--- src/rtl/uart_irq_pkg.sv ---
package uart_irq_pkg;

  typedef enum logic [1:0] {
    MODE_OFF = 2'b00,
    MODE_IRQ = 2'b01,
    MODE_DMA = 2'b10,
    MODE_RSV = 2'b11
  } req_mode_e;

  // level select: 0..3 -> quarters of depth, 4..7 -> full depth
  function automatic logic [15:0] trig_level(input logic [2:0] sel, input logic [15:0] depth);
    logic [15:0] q;
    q = depth >> 2;
    case (sel)
      3'd0:    return '0;
      3'd1:    return q;
      3'd2:    return q << 1;
      3'd3:    return q * 16'd3;
      default: return depth;
    endcase
  endfunction

endpackage

--- src/rtl/uart_irq_rx_path.sv ---
module uart_irq_rx_path
  import uart_irq_pkg::*;
#(
  parameter int DEPTH       = 16,
  parameter int CNT_W       = $clog2(DEPTH + 1),
  parameter int OVS         = 16,
  parameter int TO_CHARS    = 3,
  parameter int DATA_MIN    = 5,
  parameter int FRAME_EXTRA = 2,
  parameter int WL_W        = 2
) (
  input  logic             clk_i,
  input  logic             rst_ni,
  input  logic             fifo_en_i,
  input  logic             mode_on_i,
  input  logic [2:0]       trig_sel_i,
  input  logic [WL_W-1:0]  word_len_i,
  input  logic             baud_tick_i,
  input  logic             push_i,
  input  logic             pop_i,
  input  logic [CNT_W-1:0] count_i,
  output logic             req_o,
  output logic             overrun_o
);
  localparam int MAX_BITS  = DATA_MIN + FRAME_EXTRA + (1 << WL_W) - 1;
  localparam int MAX_LIMIT = TO_CHARS * MAX_BITS * OVS;
  localparam int TW        = $clog2(MAX_LIMIT + 1);

  logic [15:0]   lvl;
  logic          full, trig_hit, push_req;
  logic          to_arm, restart, fired, to_fire;
  logic [TW-1:0] to_cnt, limit_m1;

  assign lvl      = trig_level(trig_sel_i, 16'(DEPTH));
  assign full     = fifo_en_i ? (count_i == CNT_W'(DEPTH)) : (count_i != '0);
  assign trig_hit = !fifo_en_i || ((16'(count_i) + 16'd1) >= lvl);
  assign push_req = push_i && !full && trig_hit;

  // three character times, start + data + stop bits, OVS ticks per bit
  assign limit_m1 = TW'(TO_CHARS * OVS * (DATA_MIN + FRAME_EXTRA + int'(word_len_i)) - 1);

  assign to_arm  = fifo_en_i && mode_on_i && (count_i != '0) && (16'(count_i) < lvl);
  assign restart = !to_arm || push_i || pop_i;
  assign to_fire = !restart && baud_tick_i && !fired && (to_cnt == limit_m1);

  always_ff @(posedge clk_i or negedge rst_ni) begin
    if (!rst_ni) begin
      to_cnt <= '0;
      fired  <= 1'b0;
    end else if (restart) begin
      to_cnt <= '0;
      fired  <= 1'b0;
    end else if (baud_tick_i && !fired) begin
      if (to_cnt == limit_m1) fired <= 1'b1;
      else                    to_cnt <= to_cnt + 1'b1;
    end
  end

  assign req_o     = push_req || to_fire;
  assign overrun_o = push_i && full;

endmodule

--- src/rtl/uart_irq_tx_path.sv ---
module uart_irq_tx_path
  import uart_irq_pkg::*;
#(
  parameter int DEPTH = 16,
  parameter int CNT_W = $clog2(DEPTH + 1)
) (
  input  logic             fifo_en_i,
  input  logic [2:0]       trig_sel_i,
  input  logic             pop_i,
  input  logic [CNT_W-1:0] count_i,
  output logic             req_o
);
  logic [15:0] lvl, remain;

  assign lvl    = trig_level(trig_sel_i, 16'(DEPTH));
  assign remain = (count_i == '0) ? 16'd0 : (16'(count_i) - 16'd1);
  assign req_o  = pop_i && (!fifo_en_i || (remain <= lvl));

endmodule

--- src/rtl/uart_irq_req_out.sv ---
module uart_irq_req_out
  import uart_irq_pkg::*;
(
  input  logic       clk_i,
  input  logic       rst_ni,
  input  logic [1:0] mode_i,
  input  logic       req_i,
  input  logic       ack_i,
  output logic       irq_o,
  output logic       dma_o
);
  req_mode_e mode;
  assign mode = req_mode_e'(mode_i);

  always_ff @(posedge clk_i or negedge rst_ni) begin
    if (!rst_ni) begin
      irq_o <= 1'b0;
      dma_o <= 1'b0;
    end else begin
      irq_o <= req_i && (mode == MODE_IRQ);
      if (req_i && (mode == MODE_DMA)) dma_o <= 1'b1;
      else if (ack_i)                  dma_o <= 1'b0;
    end
  end

endmodule

--- src/rtl/uart_irq_err.sv ---
module uart_irq_err (
  input  logic       clk_i,
  input  logic       rst_ni,
  input  logic       frame_i,
  input  logic       overrun_i,
  input  logic       rd_i,
  input  logic       irq_en_i,
  output logic [1:0] stat_o,
  output logic       irq_o
);
  always_ff @(posedge clk_i or negedge rst_ni) begin
    if (!rst_ni) begin
      stat_o <= '0;
      irq_o  <= 1'b0;
    end else begin
      if (overrun_i)  stat_o[1] <= 1'b1;
      else if (rd_i)  stat_o[1] <= 1'b0;
      if (frame_i)    stat_o[0] <= 1'b1;
      else if (rd_i)  stat_o[0] <= 1'b0;
      // simultaneous errors merge into one pulse
      irq_o <= irq_en_i && (frame_i || overrun_i);
    end
  end

endmodule

--- src/rtl/uart_irq_gen.sv ---
module uart_irq_gen
  import uart_irq_pkg::*;
#(
  parameter int DEPTH    = 16,
  parameter int OVS      = 16,
  parameter int TO_CHARS = 3,
  localparam int CNT_W   = $clog2(DEPTH + 1)
) (
  input  logic             clk_i,
  input  logic             rst_ni,
  input  logic             fifo_en_i,
  input  logic [1:0]       rx_mode_i,
  input  logic [1:0]       tx_mode_i,
  input  logic [2:0]       rx_trig_i,
  input  logic [2:0]       tx_trig_i,
  input  logic [1:0]       word_len_i,
  input  logic             err_irq_en_i,
  input  logic             baud_tick_i,
  input  logic             rx_push_i,
  input  logic             rx_pop_i,
  input  logic [CNT_W-1:0] rx_count_i,
  input  logic             tx_pop_i,
  input  logic [CNT_W-1:0] tx_count_i,
  input  logic             tx_shift_empty_i,
  input  logic             frame_err_i,
  input  logic             err_rd_i,
  input  logic             rx_dma_ack_i,
  input  logic             tx_dma_ack_i,
  output logic             rx_irq_o,
  output logic             tx_irq_o,
  output logic             err_irq_o,
  output logic             rx_dma_o,
  output logic             tx_dma_o,
  output logic [4:0]       stat_o
);
  localparam int NDIR = 2;

  logic            rx_req, tx_req, overrun, rx_on;
  logic [1:0]      err_stat;
  logic [2:0]      flags_q;
  logic [NDIR-1:0] dir_req, dir_ack, dir_irq, dir_dma;
  logic [1:0]      dir_mode [NDIR];

  assign rx_on = (req_mode_e'(rx_mode_i) == MODE_IRQ) || (req_mode_e'(rx_mode_i) == MODE_DMA);

  uart_irq_rx_path #(
    .DEPTH(DEPTH), .CNT_W(CNT_W), .OVS(OVS), .TO_CHARS(TO_CHARS),
    .DATA_MIN(5), .FRAME_EXTRA(2), .WL_W(2)
  ) u_rx (
    .clk_i, .rst_ni, .fifo_en_i,
    .mode_on_i   (rx_on),
    .trig_sel_i  (rx_trig_i),
    .word_len_i  (word_len_i),
    .baud_tick_i (baud_tick_i),
    .push_i      (rx_push_i),
    .pop_i       (rx_pop_i),
    .count_i     (rx_count_i),
    .req_o       (rx_req),
    .overrun_o   (overrun)
  );

  uart_irq_tx_path #(.DEPTH(DEPTH), .CNT_W(CNT_W)) u_tx (
    .fifo_en_i,
    .trig_sel_i (tx_trig_i),
    .pop_i      (tx_pop_i),
    .count_i    (tx_count_i),
    .req_o      (tx_req)
  );

  assign dir_req     = {tx_req, rx_req};
  assign dir_ack     = {tx_dma_ack_i, rx_dma_ack_i};
  assign dir_mode[0] = rx_mode_i;
  assign dir_mode[1] = tx_mode_i;

  for (genvar d = 0; d < NDIR; d++) begin : g_dir
    uart_irq_req_out u_out (
      .clk_i, .rst_ni,
      .mode_i (dir_mode[d]),
      .req_i  (dir_req[d]),
      .ack_i  (dir_ack[d]),
      .irq_o  (dir_irq[d]),
      .dma_o  (dir_dma[d])
    );
  end

  assign rx_irq_o = dir_irq[0];
  assign tx_irq_o = dir_irq[1];
  assign rx_dma_o = dir_dma[0];
  assign tx_dma_o = dir_dma[1];

  uart_irq_err u_err (
    .clk_i, .rst_ni,
    .frame_i   (frame_err_i),
    .overrun_i (overrun),
    .rd_i      (err_rd_i),
    .irq_en_i  (err_irq_en_i),
    .stat_o    (err_stat),
    .irq_o     (err_irq_o)
  );

  always_ff @(posedge clk_i or negedge rst_ni) begin
    if (!rst_ni) flags_q <= '0;
    else         flags_q <= {rx_count_i != '0, tx_count_i == '0, tx_shift_empty_i};
  end

  assign stat_o = {err_stat, flags_q};

endmodule

--- config.mk ---
export PLATFORM = sky130hd
export DESIGN_NAME = uart_irq_gen
export DESIGN_NICKNAME = d
export VERILOG_FILES = /design/src/rtl/uart_irq_pkg.sv /design/src/rtl/uart_irq_rx_path.sv /design/src/rtl/uart_irq_tx_path.sv /design/src/rtl/uart_irq_req_out.sv /design/src/rtl/uart_irq_err.sv /design/src/rtl/uart_irq_gen.sv
export SDC_FILE = /design/constraint.sdc
export NUM_CORES = 1
export LEC_CHECK = 0
export BUFFER_PORTS_ARGS = -buffer_cell sky130_fd_sc_hd__buf_2
export CAP_MARGIN = 20
export CORE_ASPECT_RATIO = 0.6
export CORE_MARGIN = 3
export CORE_UTILIZATION = 45
export CTS_BUF_LIST = sky130_fd_sc_hd__clkbuf_4 sky130_fd_sc_hd__clkbuf_8
export DETAILED_ROUTE_END_ITERATION = 6
export PLACE_DENSITY = 0.71
export SLEW_MARGIN = 10
export SYNTH_ARGS = -nofsm -noshare
export SYNTH_HDL_FRONTEND = slang
export SYNTH_SLANG_ARGS = --single-unit
--- constraint.sdc ---
create_clock -name clk_i -period 3.86 [get_ports clk_i]
set_input_delay 0.386 -clock clk_i [delete_from_list [all_inputs] [get_ports clk_i]]
set_output_delay 0.386 -clock clk_i [all_outputs]
set_load 0.1 [all_outputs]
==> flow_summary.yaml <==
worst_setup_path:
  cp-start-kind: "input pin"
  critPathCaptureType: "flop"
  crit_slowest_cell: "nor4b_1"
  arrival_ps: 2600
  crit_buf_inv: 2
  critPathMaxFanout: 3
  path_class: "in2reg"
  required_ps: 4030
  slowest_delay_ps: 430
  crit_family: "simple AND/OR/NAND/NOR gates"
  crit_chain: "buf_2, inv_1, ha_1, nor4b_1, nor2_1, ha_1, nor2b_1, o21a_1, a311oi_1, o21a_1, nor3b_1"
yosys:
  synth-simple-area-share_pct: 23.42
  yosys.area_share.xor_xnor_pct: 6.325
  yosysWarnings: 0
  syn_area_mm2: 0.001464
  synth_flop_cell: "dfrtp_1"
  synth_edf_count: 0
  yosysTopAreaCell: "dfrtp_1"
  synth_cells: 157
  ys_seq_area_share_pct: 34.19
  synth_nets: 209
  synth_top_family_by_area: "simple AND/OR/NAND/NOR gates"
  synthAdderAreaFrac_pct: 14.53
  ys_seq_elements: 20
  synth_mux_area_share_pct: 4.103
  postSynth.asyncResetShare_pct: 100.0
  synth_compound_area_share_pct: 11.79
  synthTopCellsByArea: "dfrtp_1 34%, ha_1 15%, inv_1 4.6%, mux2i_1 4.1%, nor2b_1 3.8%"
  synth.top_cell.area_share_pct: 34.19
  netlist-cell-type-count: 42
  syn_area_per_cell_um2: 9.324
floorplan:
  num_rows: 15
  start_util_pct: 49.06
  fp.dieH_um: 50.18
  coreArea_mm2: 0.002984
  die_w_um: 79.64
  die-area_mm2: 0.003996
  boundaryPins: 45
layout:
  diodes: 0
  nets: 256
  drive_above_1_share_pct: 24.63
  post-route-util_pct: 59.54
  syn_to_final_growth_pct: 21.37
power_and_ir_drop:
  pwr-share-seq_pct: 42.2
  p_comb_share_pct: 26.8
  p_total_uw: 515.2
  clockPowerShare_pct: 31.0
  powerDensity_mw_per_mm2: 290.0
  intPower_uw: 351.7
  ir_worst_vdd_mv: 0.1992
  p_leak_uw: 0.0009060
  switching_share_pct: 31.73
  switchingPower_uw: 163.4
clock_network:
  postCtsSetupRepairBufs: 0
  cts_max_path_buffers: 2
  holdBufCountCts: 0
  clock_sinks: 20
  cts_htree_levels: 1
  clk_latency_ps: 260
  clk_pin_slew_ps: 80
  cts_tree: "done"
  cts_resized: 0
  clockRootBuffer: "clkbuf_8"
  cts_buffers: 3
global_routing:
  grt-ovfl-total: 0
  antenna_found_initial: 0
  grtUsageTotal_pct: 18.37
  grt_max_degree: 21
  grt_pass1_vias: 1268
  grt_first_pass_wirelength_um: 5802
detailed_routing:
  drtIter0Drc: 74
  drt_pre_antenna_iters: 4
  routedWlPerCell_um: 13.53
  vias: 1274
  routed_wl_um: 3316
  postRouteAntennaNets: 0
  drc: 0
  via_per_inst: 5.200
hold_path:
  hp-class: "in2async"
timing:
  timing.final.crit_share_pct: 63.05
  setup_violations: 0
  final_max_slew_viol_count: 0
  worst_pin_slew_ps: 889.5
  rsz0062_at_grt: "false"
  fmax_mhz: 410.9
  min_period_ps: 2434
  layout_setup_ws_ps: 1426
  final-hold-violation-count: 0
  finalClockSkew_ps: 5.205
  slew_headroom_pct: 40.44
  fin_tns_setup_ps: 0
place:
  dpl_worst_slack_ps: 1152
  hpwl_um: 2792
  place.gp.congestion: 0.8391
  port_buffers: 44
outcome:
  outcome: "completed"
flow_run:
  max_cap_viol_count: 0
synthesized netlist by cell type, drive strengths merged (2+ instances only):
| cell | n |
|---|---|
| dfrtp | 20 |
| inv | 18 |
| ha | 17 |
| nand2 | 14 |
| nor2b | 9 |
| a21oi | 6 |
| mux2i | 6 |
| nand2b | 6 |
| nand3 | 5 |
| nor2 | 5 |
| nand4 | 4 |
| nor4 | 4 |
| xnor2 | 4 |
| xor2 | 4 |
| o21a | 3 |
| a31oi | 2 |
| and2 | 2 |
| and4 | 2 |
| nor3 | 2 |
| nor3b | 2 |
| o21ai | 2 |
| o31ai | 2 |
| or4 | 2 |
worst reg2reg max path, cell delays in order, from the launching register on:
cell and delay [ps]:
dfrtp_1 420, ha_1 250, nand3_1 140, nor4_1 70, and2_1 230, or4_4 570
mux2i_1 130
cell families after synthesis:
group,after synthesis
xor+xnor,9
mux,6
simple gates,60
fa+ha+maj,17
buf+inv,20
flops,20
compound gates,25
flip-flops by register name (all words and copies together), names as in the netlist:
name	flops
u_err.irq_o	1
u_err.stat_o	2
u_rx.fired	1
g_dir.u_out.dma_o	2
flags_q	3
u_rx.to_cnt	9
g_dir.u_out.irq_o	2
worst paths after layout:
check                                                   end  cells after the start                   startpoint  slack, ps
min                        g_dir[1].u_out.dma_o$_DFFE_PN0P_                      1                       rst_ni         60
max in group asynchronous        u_rx.to_cnt[8]$_DFFE_PN0P_                      1                       rst_ni       3490
max reg2reg                      u_rx.to_cnt[7]$_DFFE_PN0P_                      6   u_rx.to_cnt[0]$_DFFE_PN0P_       1940
min in group clk_i                     flags_q[0]$_DFF_PN0_                      1             tx_shift_empty_i        230
min reg2reg                     u_err.stat_o[0]$_DFFE_PN0P_                      1  u_err.stat_o[0]$_DFFE_PN0P_        480
max                          g_dir[1].u_out.irq_o$_DFF_PN0_                     11                tx_count_i[0]       1430
metal layers:
metal | global-route usage, % | part of all wire (%)
met2 | 29.50 | 45
met3 | 5.556 | 6.0
met5 | 0 | 0
met1 | 24.24 | 48
met4 | 4.571 | 1.2
placed cells by master, fill, tap and decap left out, types with 2 or more instances in the layout:
| cell type | instances |
|---|---|
| and4_1 | 2 |
| nand4_1 | 4 |
| xnor2_1 | 4 |
| a21oi_1 | 6 |
| nand2b_1 | 6 |
| a31oi_1 | 2 |
| nand3_1 | 5 |
| inv_1 | 18 |
| and2_1 | 2 |
| xor2_1 | 4 |
| nor2_1 | 5 |
| mux2i_1 | 6 |
| nand2_1 | 14 |
| nor3_1 | 2 |
| ha_1 | 17 |
| dfrtp_1 | 20 |
| clkbuf_8 | 4 |
| nor2b_1 | 9 |
| o31ai_1 | 2 |
| nor4_1 | 4 |
| o21a_1 | 3 |
| buf_2 | 44 |
power by group through the flow:
stage | clock network, µW | logic, µW | registers (µW)
after floorplan | 0 | 50.3 | 262
after global placement | 0 | 131 | 221
after detailed placement | 0 | 138 | 222
after CTS | 163 | 139 | 217
after global routing | 174 | 152 | 218
final | 160 | 138 | 217
cell type report:
cell class,instances,area (µm²)
multi-input cells,117,880.8
inverters,18,67.56
clock buffers,4,55.05
fillers,276,1207
well taps,42,52.55
repair buffers,44,220.2
flip-flops and latches,20,500.5
through the flow:
| step | cell area [µm²] | hold WS (ps) | cells |
|---|---|---|---|
| after floorplan | 1464 | 90.41 | 157 |
| after global placement | 1722 | 354.6 | 241 |
| after detailed placement | 1722 | 360.2 | 241 |
| after CTS | 1777 | 76.43 | 245 |
| after global routing | 1777 | 90.67 | 245 |
| final | 1777 | 58.51 | 245 |
Power figures use the tool's default switching activity.
